$ cat src/rtl/lldram_init_pkg.sv
package lldram_init_pkg;

    // Command codes on the memory bus
    localparam logic [2:0] CMD_NOP   = 3'd0;
    localparam logic [2:0] CMD_MRS   = 3'd1;
    localparam logic [2:0] CMD_REF   = 3'd2;
    localparam logic [2:0] CMD_READ  = 3'd3;
    localparam logic [2:0] CMD_WRITE = 3'd4;

    typedef enum logic [2:0] {
        ST_BOOT_WAIT = 3'd0,
        ST_MRS_GAP   = 3'd1,
        ST_REF_GAP   = 3'd2,
        ST_READY     = 3'd3,
        ST_RELOCK    = 3'd4
    } seq_state_e;

endpackage

$ cat src/rtl/lldram_gap_timer.sv
// Elapsed-cycle timer shared by every wait of the sequencer.
module lldram_gap_timer #(
    parameter int CNT_W = 16
) (
    input  logic             clk,
    input  logic             rst_n,
    input  logic             clr_i,
    input  logic [CNT_W-1:0] limit_i,
    output logic             expire_o
);
    logic [CNT_W-1:0] cnt_d, cnt_q;

    always_comb begin
        if (clr_i) begin
            cnt_d = '0;
        end else if (cnt_q == {CNT_W{1'b1}}) begin
            cnt_d = cnt_q;
        end else begin
            cnt_d = cnt_q + 1'b1;
        end
        // The wait ends in the cycle whose edge completes limit_i edges
        // (a limit of zero acts as one).
        expire_o = ({1'b0, cnt_q} + 1'b1) >= {1'b0, limit_i};
    end

    always_ff @(posedge clk or negedge rst_n) begin
        if (!rst_n) begin
            cnt_q <= '0;
        end else begin
            cnt_q <= cnt_d;
        end
    end
endmodule

$ cat src/rtl/lldram_mrs_addr.sv
// Builds the address for a mode-register write.
module lldram_mrs_addr #(
    parameter int ADDR_W   = 20,
    parameter int FORCE_LO = 10,
    parameter int FORCE_HI = 17
) (
    input  logic [ADDR_W-1:0] mode_word_i,
    input  logic              is_real_i,
    output logic [ADDR_W-1:0] addr_o
);
    logic [ADDR_W-1:0] keep_mask;

    for (genvar i = 0; i < ADDR_W; i++) begin : g_mask
        if (i >= FORCE_LO && i <= FORCE_HI) begin : g_zero
            assign keep_mask[i] = 1'b0;
        end else begin : g_keep
            assign keep_mask[i] = 1'b1;
        end
    end

    // Dummy writes drive an all-zero address; the real one drives the
    // mode word with the forced window cleared.
    assign addr_o = is_real_i ? (mode_word_i & keep_mask) : '0;
endmodule

$ cat src/rtl/lldram_req_gate.sv
// Passes normal-path requests once start-up is over, holding back READ
// while the clock relocks.
module lldram_req_gate
    import lldram_init_pkg::*;
#(
    parameter int BANK_W = 3,
    parameter int ADDR_W = 20
) (
    input  logic              pass_i,
    input  logic              hold_read_i,
    input  logic              valid_i,
    input  logic [2:0]        cmd_i,
    input  logic [BANK_W-1:0] bank_i,
    input  logic [ADDR_W-1:0] addr_i,
    output logic [2:0]        cmd_o,
    output logic [BANK_W-1:0] bank_o,
    output logic [ADDR_W-1:0] addr_o
);
    logic blocked;

    always_comb begin
        blocked = hold_read_i && (cmd_i == CMD_READ);
        if (pass_i && valid_i && !blocked) begin
            cmd_o  = cmd_i;
            bank_o = bank_i;
            addr_o = addr_i;
        end else begin
            cmd_o  = CMD_NOP;
            bank_o = '0;
            addr_o = '0;
        end
    end
endmodule

$ cat src/rtl/lldram_init_seq.sv
// Power-up command sequencer for a multi-bank low-latency DRAM.
module lldram_init_seq
    import lldram_init_pkg::*;
#(
    parameter int ADDR_W    = 20,
    parameter int NUM_BANKS = 8,
    parameter int NUM_MRS   = 3,
    parameter int CNT_W     = 16,
    parameter int FORCE_LO  = 10,
    parameter int FORCE_HI  = 17,
    localparam int BANK_W   = $clog2(NUM_BANKS)
) (
    input  logic              clk,
    input  logic              rst_n,
    input  logic [CNT_W-1:0]  stab_cycles_i,
    input  logic [CNT_W-1:0]  mrsc_cycles_i,
    input  logic [CNT_W-1:0]  rc_cycles_i,
    input  logic [CNT_W-1:0]  relock_cycles_i,
    input  logic [ADDR_W-1:0] mode_word_i,
    input  logic              clk_restart_i,
    input  logic              req_valid_i,
    input  logic [2:0]        req_cmd_i,
    input  logic [BANK_W-1:0] req_bank_i,
    input  logic [ADDR_W-1:0] req_addr_i,
    output logic [2:0]        cmd_o,
    output logic [BANK_W-1:0] bank_o,
    output logic [ADDR_W-1:0] addr_o,
    output logic              init_done_o
);
    localparam int MRS_CW = $clog2(NUM_MRS + 1);
    localparam int REF_CW = $clog2(NUM_BANKS + 1);
    localparam logic [MRS_CW-1:0] MRS_LAST  = MRS_CW'(NUM_MRS - 1);
    localparam logic [MRS_CW-1:0] MRS_TOTAL = MRS_CW'(NUM_MRS);
    localparam logic [REF_CW-1:0] REF_TOTAL = REF_CW'(NUM_BANKS);

    typedef struct packed {
        seq_state_e         state;
        logic [MRS_CW-1:0]  mrs_cnt;
        logic [REF_CW-1:0]  ref_cnt;
        logic               done;
        logic [2:0]         cmd;
        logic [BANK_W-1:0]  bank;
        logic [ADDR_W-1:0]  addr;
    } seq_regs_t;

    seq_regs_t seq_d, seq_q;

    logic              tmr_clr;
    logic              tmr_expire;
    logic [CNT_W-1:0]  tmr_limit;
    logic [ADDR_W-1:0] mrs_addr;
    logic              gate_pass;
    logic              gate_hold_read;
    logic [2:0]        gate_cmd;
    logic [BANK_W-1:0] gate_bank;
    logic [ADDR_W-1:0] gate_addr;

    lldram_gap_timer #(.CNT_W(CNT_W)) u_timer (
        .clk      (clk),
        .rst_n    (rst_n),
        .clr_i    (tmr_clr),
        .limit_i  (tmr_limit),
        .expire_o (tmr_expire)
    );

    lldram_mrs_addr #(
        .ADDR_W   (ADDR_W),
        .FORCE_LO (FORCE_LO),
        .FORCE_HI (FORCE_HI)
    ) u_mrs_addr (
        .mode_word_i (mode_word_i),
        .is_real_i   (seq_q.mrs_cnt == MRS_LAST),
        .addr_o      (mrs_addr)
    );

    assign gate_pass      = (seq_q.state == ST_READY) || (seq_q.state == ST_RELOCK);
    assign gate_hold_read = (seq_q.state == ST_RELOCK) || clk_restart_i;

    lldram_req_gate #(.BANK_W(BANK_W), .ADDR_W(ADDR_W)) u_gate (
        .pass_i      (gate_pass),
        .hold_read_i (gate_hold_read),
        .valid_i     (req_valid_i),
        .cmd_i       (req_cmd_i),
        .bank_i      (req_bank_i),
        .addr_i      (req_addr_i),
        .cmd_o       (gate_cmd),
        .bank_o      (gate_bank),
        .addr_o      (gate_addr)
    );

    always_comb begin
        seq_d      = seq_q;
        seq_d.cmd  = CMD_NOP;
        seq_d.bank = '0;
        seq_d.addr = '0;
        tmr_clr    = 1'b0;
        tmr_limit  = stab_cycles_i;

        unique case (seq_q.state)
            ST_BOOT_WAIT: begin
                tmr_limit = stab_cycles_i;
                if (tmr_expire) begin
                    tmr_clr       = 1'b1;
                    seq_d.cmd     = CMD_MRS;
                    seq_d.addr    = mrs_addr;
                    seq_d.mrs_cnt = seq_q.mrs_cnt + 1'b1;
                    seq_d.state   = ST_MRS_GAP;
                end
            end
            ST_MRS_GAP: begin
                tmr_limit = mrsc_cycles_i;
                if (tmr_expire) begin
                    tmr_clr = 1'b1;
                    if (seq_q.mrs_cnt == MRS_TOTAL) begin
                        seq_d.cmd     = CMD_REF;
                        seq_d.bank    = '0;
                        seq_d.ref_cnt = REF_CW'(1);
                        seq_d.state   = ST_REF_GAP;
                    end else begin
                        seq_d.cmd     = CMD_MRS;
                        seq_d.addr    = mrs_addr;
                        seq_d.mrs_cnt = seq_q.mrs_cnt + 1'b1;
                    end
                end
            end
            ST_REF_GAP: begin
                tmr_limit = rc_cycles_i;
                if (tmr_expire) begin
                    tmr_clr = 1'b1;
                    if (seq_q.ref_cnt == REF_TOTAL) begin
                        seq_d.done  = 1'b1;
                        seq_d.state = ST_READY;
                    end else begin
                        seq_d.cmd     = CMD_REF;
                        seq_d.bank    = seq_q.ref_cnt[BANK_W-1:0];
                        seq_d.ref_cnt = seq_q.ref_cnt + 1'b1;
                    end
                end
            end
            ST_READY: begin
                tmr_limit  = relock_cycles_i;
                seq_d.cmd  = gate_cmd;
                seq_d.bank = gate_bank;
                seq_d.addr = gate_addr;
                if (clk_restart_i) begin
                    tmr_clr     = 1'b1;
                    seq_d.state = ST_RELOCK;
                end
            end
            ST_RELOCK: begin
                tmr_limit  = relock_cycles_i;
                seq_d.cmd  = gate_cmd;
                seq_d.bank = gate_bank;
                seq_d.addr = gate_addr;
                if (clk_restart_i) begin
                    tmr_clr = 1'b1;
                end else if (tmr_expire) begin
                    tmr_clr     = 1'b1;
                    seq_d.state = ST_READY;
                end
            end
            default: begin
                seq_d.state = ST_BOOT_WAIT;
            end
        endcase
    end

    always_ff @(posedge clk or negedge rst_n) begin
        if (!rst_n) begin
            seq_q.state   <= ST_BOOT_WAIT;
            seq_q.mrs_cnt <= '0;
            seq_q.ref_cnt <= '0;
            seq_q.done    <= 1'b0;
            seq_q.cmd     <= CMD_NOP;
            seq_q.bank    <= '0;
            seq_q.addr    <= '0;
        end else begin
            seq_q <= seq_d;
        end
    end

    assign cmd_o       = seq_q.cmd;
    assign bank_o      = seq_q.bank;
    assign addr_o      = seq_q.addr;
    assign init_done_o = seq_q.done;
endmodule

$ cat config.mk
export PLATFORM = sky130hd
export DESIGN_NAME = lldram_init_seq
export DESIGN_NICKNAME = d
export VERILOG_FILES = /design/src/rtl/lldram_init_pkg.sv /design/src/rtl/lldram_gap_timer.sv /design/src/rtl/lldram_mrs_addr.sv /design/src/rtl/lldram_req_gate.sv /design/src/rtl/lldram_init_seq.sv
export SDC_FILE = /design/constraint.sdc
export NUM_CORES = 1
export LEC_CHECK = 0
export BUFFER_PORTS_ARGS = -buffer_cell sky130_fd_sc_hd__clkbuf_2
export CAP_MARGIN = 30
export CORE_MARGIN = 1
export CORE_UTILIZATION = 30
export DETAILED_ROUTE_END_ITERATION = 7
export GPL_TIMING_DRIVEN = 1
export PLACE_DENSITY = 0.58
export SYNTH_ARGS = -nofsm -noshare
export SYNTH_HDL_FRONTEND = slang
export SYNTH_SLANG_ARGS = --single-unit
$ cat constraint.sdc
create_clock -name clk -period 3.15 [get_ports clk]
set_input_delay 0.945 -clock clk [delete_from_list [all_inputs] [get_ports clk]]
set_output_delay 0.945 -clock clk [all_outputs]
set_load 0.02 [all_outputs]
======== Word level (Yosys, flattened, before mapping) ========
Index checks and enable logic that the tools add are counted.
storage, ports and cells
  bits in registers ....................... 52
  input port bits ......................... 114
  logic and storage cells ................. 84
cells by class
  add/subtract/negate cells ............... 4
  magnitude comparators ................... 1
  equal/unequal tests ..................... 20
  muxes and demuxes ....................... 36
  reduce and logical (&&, ||, !) cells .... 15
operators with widths
  kind                   number
  $mux 20                4
  $pmux 20 s3            1
  $pmux 16 s3            1
  $mux 16                2
  $mux 25                1
  $mux 3                 8
  $ne 2x2->1 const B     11
  $add 16x1->17 const B  1
  $ge 17x16->1           1
  $add 16x1->16 const B  1
  $eq 16x16->1 const B   1
  $pmux 3 s5             1
  $pmux 3 s4             1
  $mux 11                1
  $mux 5                 2
  $eq 3x2->1 const B     3
  $mux 9                 1
  $pmux 3 s3             1
  $mux 4                 2
  $pmux 4 s2             1
  $reduce_and 8->1       1
  $mux 1                 5
  $reduce_and 5->1       1
  $add 4x1->4 const B    1
  17 further kinds       23

======== Depth between registers and ports, before layout ========
  depth in word-level cells ............... 8
  depth in mapped cells ................... 14

======== Cells and area by module ========
From an unflattened synthesis, not the netlist that was laid out.
unflattened totals
  cells, all modules ...................... 431
  area, all modules ....................... 4,331.7 sq um
by module, submodules not included
  module            times used  cells each  area an instance (sq um)  sequential area each (sq um)
  lldram_init_seq   1           228         2,607.5                   900.9
  lldram_gap_timer  1           147         1,317.5                   400.4
  lldram_req_gate   1           34          246.5                     0.0
  lldram_mrs_addr   1           22          160.2                     0.0

======== Worst setup path after synthesis ========
Ideal clock, no wire load.
  path kind ............................... reg2reg
  start ................................... register u_timer.cnt_q[0]
  end ..................................... register seq_q (netlist bit addr_o[0])
  setup time .............................. 0.065 ns
  data arrival time ....................... 3.214 ns
  required time ........................... 3.085 ns
  path slack .............................. -0.129 ns
  cell stages (with the launch flop) ...... 15
  buffers on the path ..................... 1
  period minus slack after synthesis ...... 3.279 ns
  path through ............................ dfrtp_1 -> ha_1 -> nand3_1 -> or2_2 -> nor3_1 -> nand4_1 -> xnor2_1 -> ha_1 -> nand3_1 -> nor3_1 -> inv_1 -> o211ai_2 -> and3_4 -> buf_6 -> a22o_1
RTL lines
  what                    RTL line                RTL
  from (decl)             lldram_gap_timer.sv:11  logic [CNT_W-1:0] cnt_d, cnt_q;
  from (signal assigned)  lldram_gap_timer.sv:30  cnt_q <= cnt_d;
  to (signal assigned)    lldram_init_seq.sv:178  seq_q <= seq_d;
  to (decl)               lldram_init_seq.sv:46   seq_regs_t seq_d, seq_q;

======== Worst setup path after layout ========
  start ................................... register u_timer.cnt_q[0]
  end ..................................... register u_timer.cnt_q[15]
between the ends
  longest elaborated chain between the ends .. 6
  elaborated cells on any way between the ends .. 10
RTL lines
  what                                                    RTL line                RTL
  $add 16x1->17                                           lldram_gap_timer.sv:23  expire_o = ({1'b0, cnt_q} + 1'b1) >= {1'b0, limit_i};
  $ge 17x16->1                                            lldram_gap_timer.sv:23
  $mux 1                                                  n/a
  $mux 1                                                  lldram_init_seq.sv:155  if (clk_restart_i) begin
  $pmux 1 s3                                              lldram_init_seq.sv:99   unique case (seq_q.state)
  $ne 2x2->1 (no source line) or $mux 16 (tied branches)  n/a
Parallel ways exist; a longest one is shown, timed or not. The select of a mux whose other input is x is not followed.
A chain may end at the register's enable or synchronous reset.

==> summary.md <==
| Metric | Value |
|---|---|
| Status | `finished with violations` |
| Failing checks | `DRC` |
| Synth Cell Area | `0.00359 mm²` |
| Post-detail-place hpwl | `6.81 mm` |
| Peak Freq | `323 MHz` |
| Mean Syn Cell Area | `about 9.6 µm²` |
| Place WS | `-0.173 ns` |
| CP Data Arrival Time | `~3.3 ns` |
| Top Ports | `141` |
| Fin nets | `641` |
| Multi-input logic area | `0.00207 mm²` |
| Worst setup path start | `u_timer.cnt_q[0]$_DFFE_PN0P_` |
| Post-synth cell types | `46` |
| Syn Inst Count | `around 380` |
| Register area | `~0.0013 mm²` |
| Initial core utilization | `31.1%` |
| Overflow after GRT | `0` |
| Initial antenna violation count | `0` |
| Reg2Reg Capture Point | `u_timer.cnt_q[15]$_DFFE_PN0P_` |
| # fillers | `between 1000 and 1500` |
| Inserted Clock Buffers | `5` |
| Post-synthesis sequential area ratio | `approximately 36%` |
| Global Route Usage Sum | `14.3%` |
| Pwr dens | `roughly 430 mW/mm²` |
| Tmin final | `~3.1 ns` |
| CTS Sinks | `52` |
| Setup ws final | `approximately 0.055 ns` |
| Dpl cells | `639` |
| Unrepaired setup endpoints after global routing | `yes` |
| Number of setup violations in the final report | `0` |
| Final Routed Wirelength | `~8.9 mm` |
| Root Buffer | `clkbuf_16` |
| Top cells by area, synth | `dfrtp_1, mux4_2, ha_1` |
| Non-Filler Instances | `650` |
| Worst reg2reg setup slack | `about 0.055 ns` |
| Vias in the first global route | `3107` |
| Area Overhead vs Synth | `31.6%` |
| Largest net degree at the start of global routing | `43` |
| R2R Path Start | `u_timer.cnt_q[0]$_DFFE_PN0P_` |
| IO buf count | `132` |
| Net Count, Synth | `510` |
| Startpoint types | `flop` |
| H-tree depth | `2` |
| Via count | `3166` |
| Yosys reg bits | `52` |
| Leading cell type in the layout, fill and taps excluded | `clkbuf_2` |
| Headroom to the max-slew limit | `between 40% and 50%` |
| Initial DRC count | `174` |
| Synth async-reset ratio | `100%` |
| Yosys synthesis warning count | `0` |
| Slew @ Worst Pin | `0.821 ns` |
| TNS Setup | `0 ns` |
| Final ANT Viol Nets | `0` |
| CTS max path bufs | `2` |
| Drt drc | `4` |
| Core area | `0.0116 mm²` |
| Hold crit path type | `flop to flop` |
| Final hold vios | `0` |
| Die height | `111 µm` |
| Worst-path fanout max | `8` |
| Antenna Cells | `0` |
| Chip width | `111 µm` |
| CTS tree | `built` |
| Req. time, crit path | `between 3 and 4 ns` |
| Die area | `approximately 0.012 mm²` |
| Worst Setup EP | `u_timer.cnt_q[15]$_DFFE_PN0P_` |
| Slew Viols, Final | `0` |
| Final core occ | `40.9%` |
| Critical path class | `flop to flop` |
| Total power | `0.00204 W` |
| Routability cong. | `slightly below 0.8` |
| Initial DRT Pass Iterations | `6` |
| Reg2reg path depth | `15` |
| Period utilization | `98.2%` |
| Fin Clk Skew | `0.00744 ns` |
| Wire length per cell | `~14 µm` |
| Vias per cell | `4.87` |
| First-pass GRT wire length | `14.6 mm` |
| Post-synth top area cell | `dfrtp_1` |
| Hold Buf Count CTS | `0` |
| Most frequent cells in the layout | `clkbuf_2, dfrtp_1, nand2_1` |
| Static leakage | `2.33 nW` |
| Ys flop type | `dfrtp_1` |
| Clock slew seen by the registers of the worst setup and hold paths | `0.07 ns` |
| Synth top area share | `36.2%` |
| Skew-Pair Late Insertion Delay | `between 0.2 and 0.3 ns` |
| VDD IR-drop max | `235 µV` |
| CP endpoint kind | `flop` |
| EDFF count, synth | `0` |
| Layout cell share with drive strength beyond 1 | `43.6%` |
| # rows | `39` |
| Max-cap violation count | `0` |
==> per-layer routing <==
layer	global-route usage, %	up-vias	wire [µm]
met5	0	-	0
met3	1.80	7	283
met2	24.8	67	4310
met1	19.0	1511	4170
met4	3.60	0	91
li1	-	1581	-
==> cell type report <==
cell class                 count  share of cell area [%]
multi-input combinational    268                    43.7
sequential                    52                    27.5
timing repair buffer         169                    21.1
tap                          143                    3.78
clock buffer                   5                    2.64
inverter                      10                   0.793
clock inverter                 3                   0.476
==> power by group <==
part,internal (W),switching [W]
Combinational,0.000336,0.000310
Clock,0.000298,0.000253
Sequential,0.000751,0.0000922
==> flip-flops by register name, summed over array words and instances (netlist names) <==
| register | flops |
|---|---|
| init_done_o | 1 |
| cmd_o | 3 |
| bank_o | 3 |
| seq_q | 9 |
| u_timer.cnt_q | 16 |
| addr_o | 20 |
==> worst max-delay path: stages (launching register included) <==
cell,delay [ns]
dfrtp_1,0.36
ha_2,0.20
nand3_2,0.08
or2_4,0.25
nor3_4,0.14
nand4_1,0.19
xnor2_2,0.21
ha_1,0.31
nand3_2,0.09
nor3_2,0.21
buf_4,0.16
a21oi_4,0.06
o211a_4,0.17
o21ai_4,0.24
buf_12,0.15
o21ba_2,0.15
==> repair_timing <==
item                       in CTS  in global routing
gates cloned                    0                  1
pin swaps                       1                 16
resized for setup               1                 19
setup buffers                   1                  1
setup endpoints to repair      21                 41
hold endpoints to repair        0                  0
==> synthesized netlist by cell type, types with 2 or more instances <==
| cell type | n |
|---|---|
| o31ai_1 | 2 |
| buf_2 | 6 |
| a31oi_1 | 2 |
| dfrtp_1 | 52 |
| buf_4 | 27 |
| mux4_2 | 16 |
| xnor2_1 | 11 |
| clkbuf_1 | 10 |
| nor3_1 | 6 |
| nor2b_1 | 3 |
| nand3_1 | 22 |
| inv_1 | 10 |
| o21ai_0 | 38 |
| a211oi_1 | 2 |
| xor2_1 | 5 |
| a21oi_1 | 12 |
| mux2i_1 | 4 |
| nand2_1 | 37 |
| nor2_1 | 33 |
| ha_1 | 21 |
| nand4_1 | 6 |
| and3_1 | 2 |
| and2_1 | 8 |
| a22o_1 | 15 |
| o21ba_2 | 4 |
==> stage by stage <==
step / hold WS, ns / cell area, µm²
4_1_cts: 0.476 / 4620
3_5_place_dp: 0.460 / 4460
6_report: 0.474 / 4730
5_1_grt: 0.506 / 4730
2_1_floorplan: 0.445 / 3620
3_3_place_gp: 0.457 / 4460
==> worst min path at each step <==
stage                                  from                      end  slack (ns)  cells past startpoint
floorplan             seq_q[30]$_DFFE_PN0P_    seq_q[30]$_DFFE_PN0P_        0.45                      1
global placement    init_done_o$_DFFE_PN0P_  init_done_o$_DFFE_PN0P_        0.46                      1
detailed placement  init_done_o$_DFFE_PN0P_  init_done_o$_DFFE_PN0P_        0.46                      1
CTS                 init_done_o$_DFFE_PN0P_  init_done_o$_DFFE_PN0P_        0.48                      1
global route          seq_q[30]$_DFFE_PN0P_    seq_q[30]$_DFFE_PN0P_        0.51                      1
finish              init_done_o$_DFFE_PN0P_  init_done_o$_DFFE_PN0P_        0.47                      1
==> kinds of logic (layout without fill, tap and decap cells) <==
logic type / count (synthesis) / count (layout) / synth area share, %
xor+xnor: 16 / 16 / 3.90
simple gates: 123 / 123 / 16.4
buf+inv: 55 / 187 / 8.98
mux: 20 / 20 / 11.1
flops: 52 / 52 / 36.2
compound gates: 87 / 87 / 15.8
fa+ha+maj: 22 / 22 / 7.59
(Power assumes the default switching activity.)
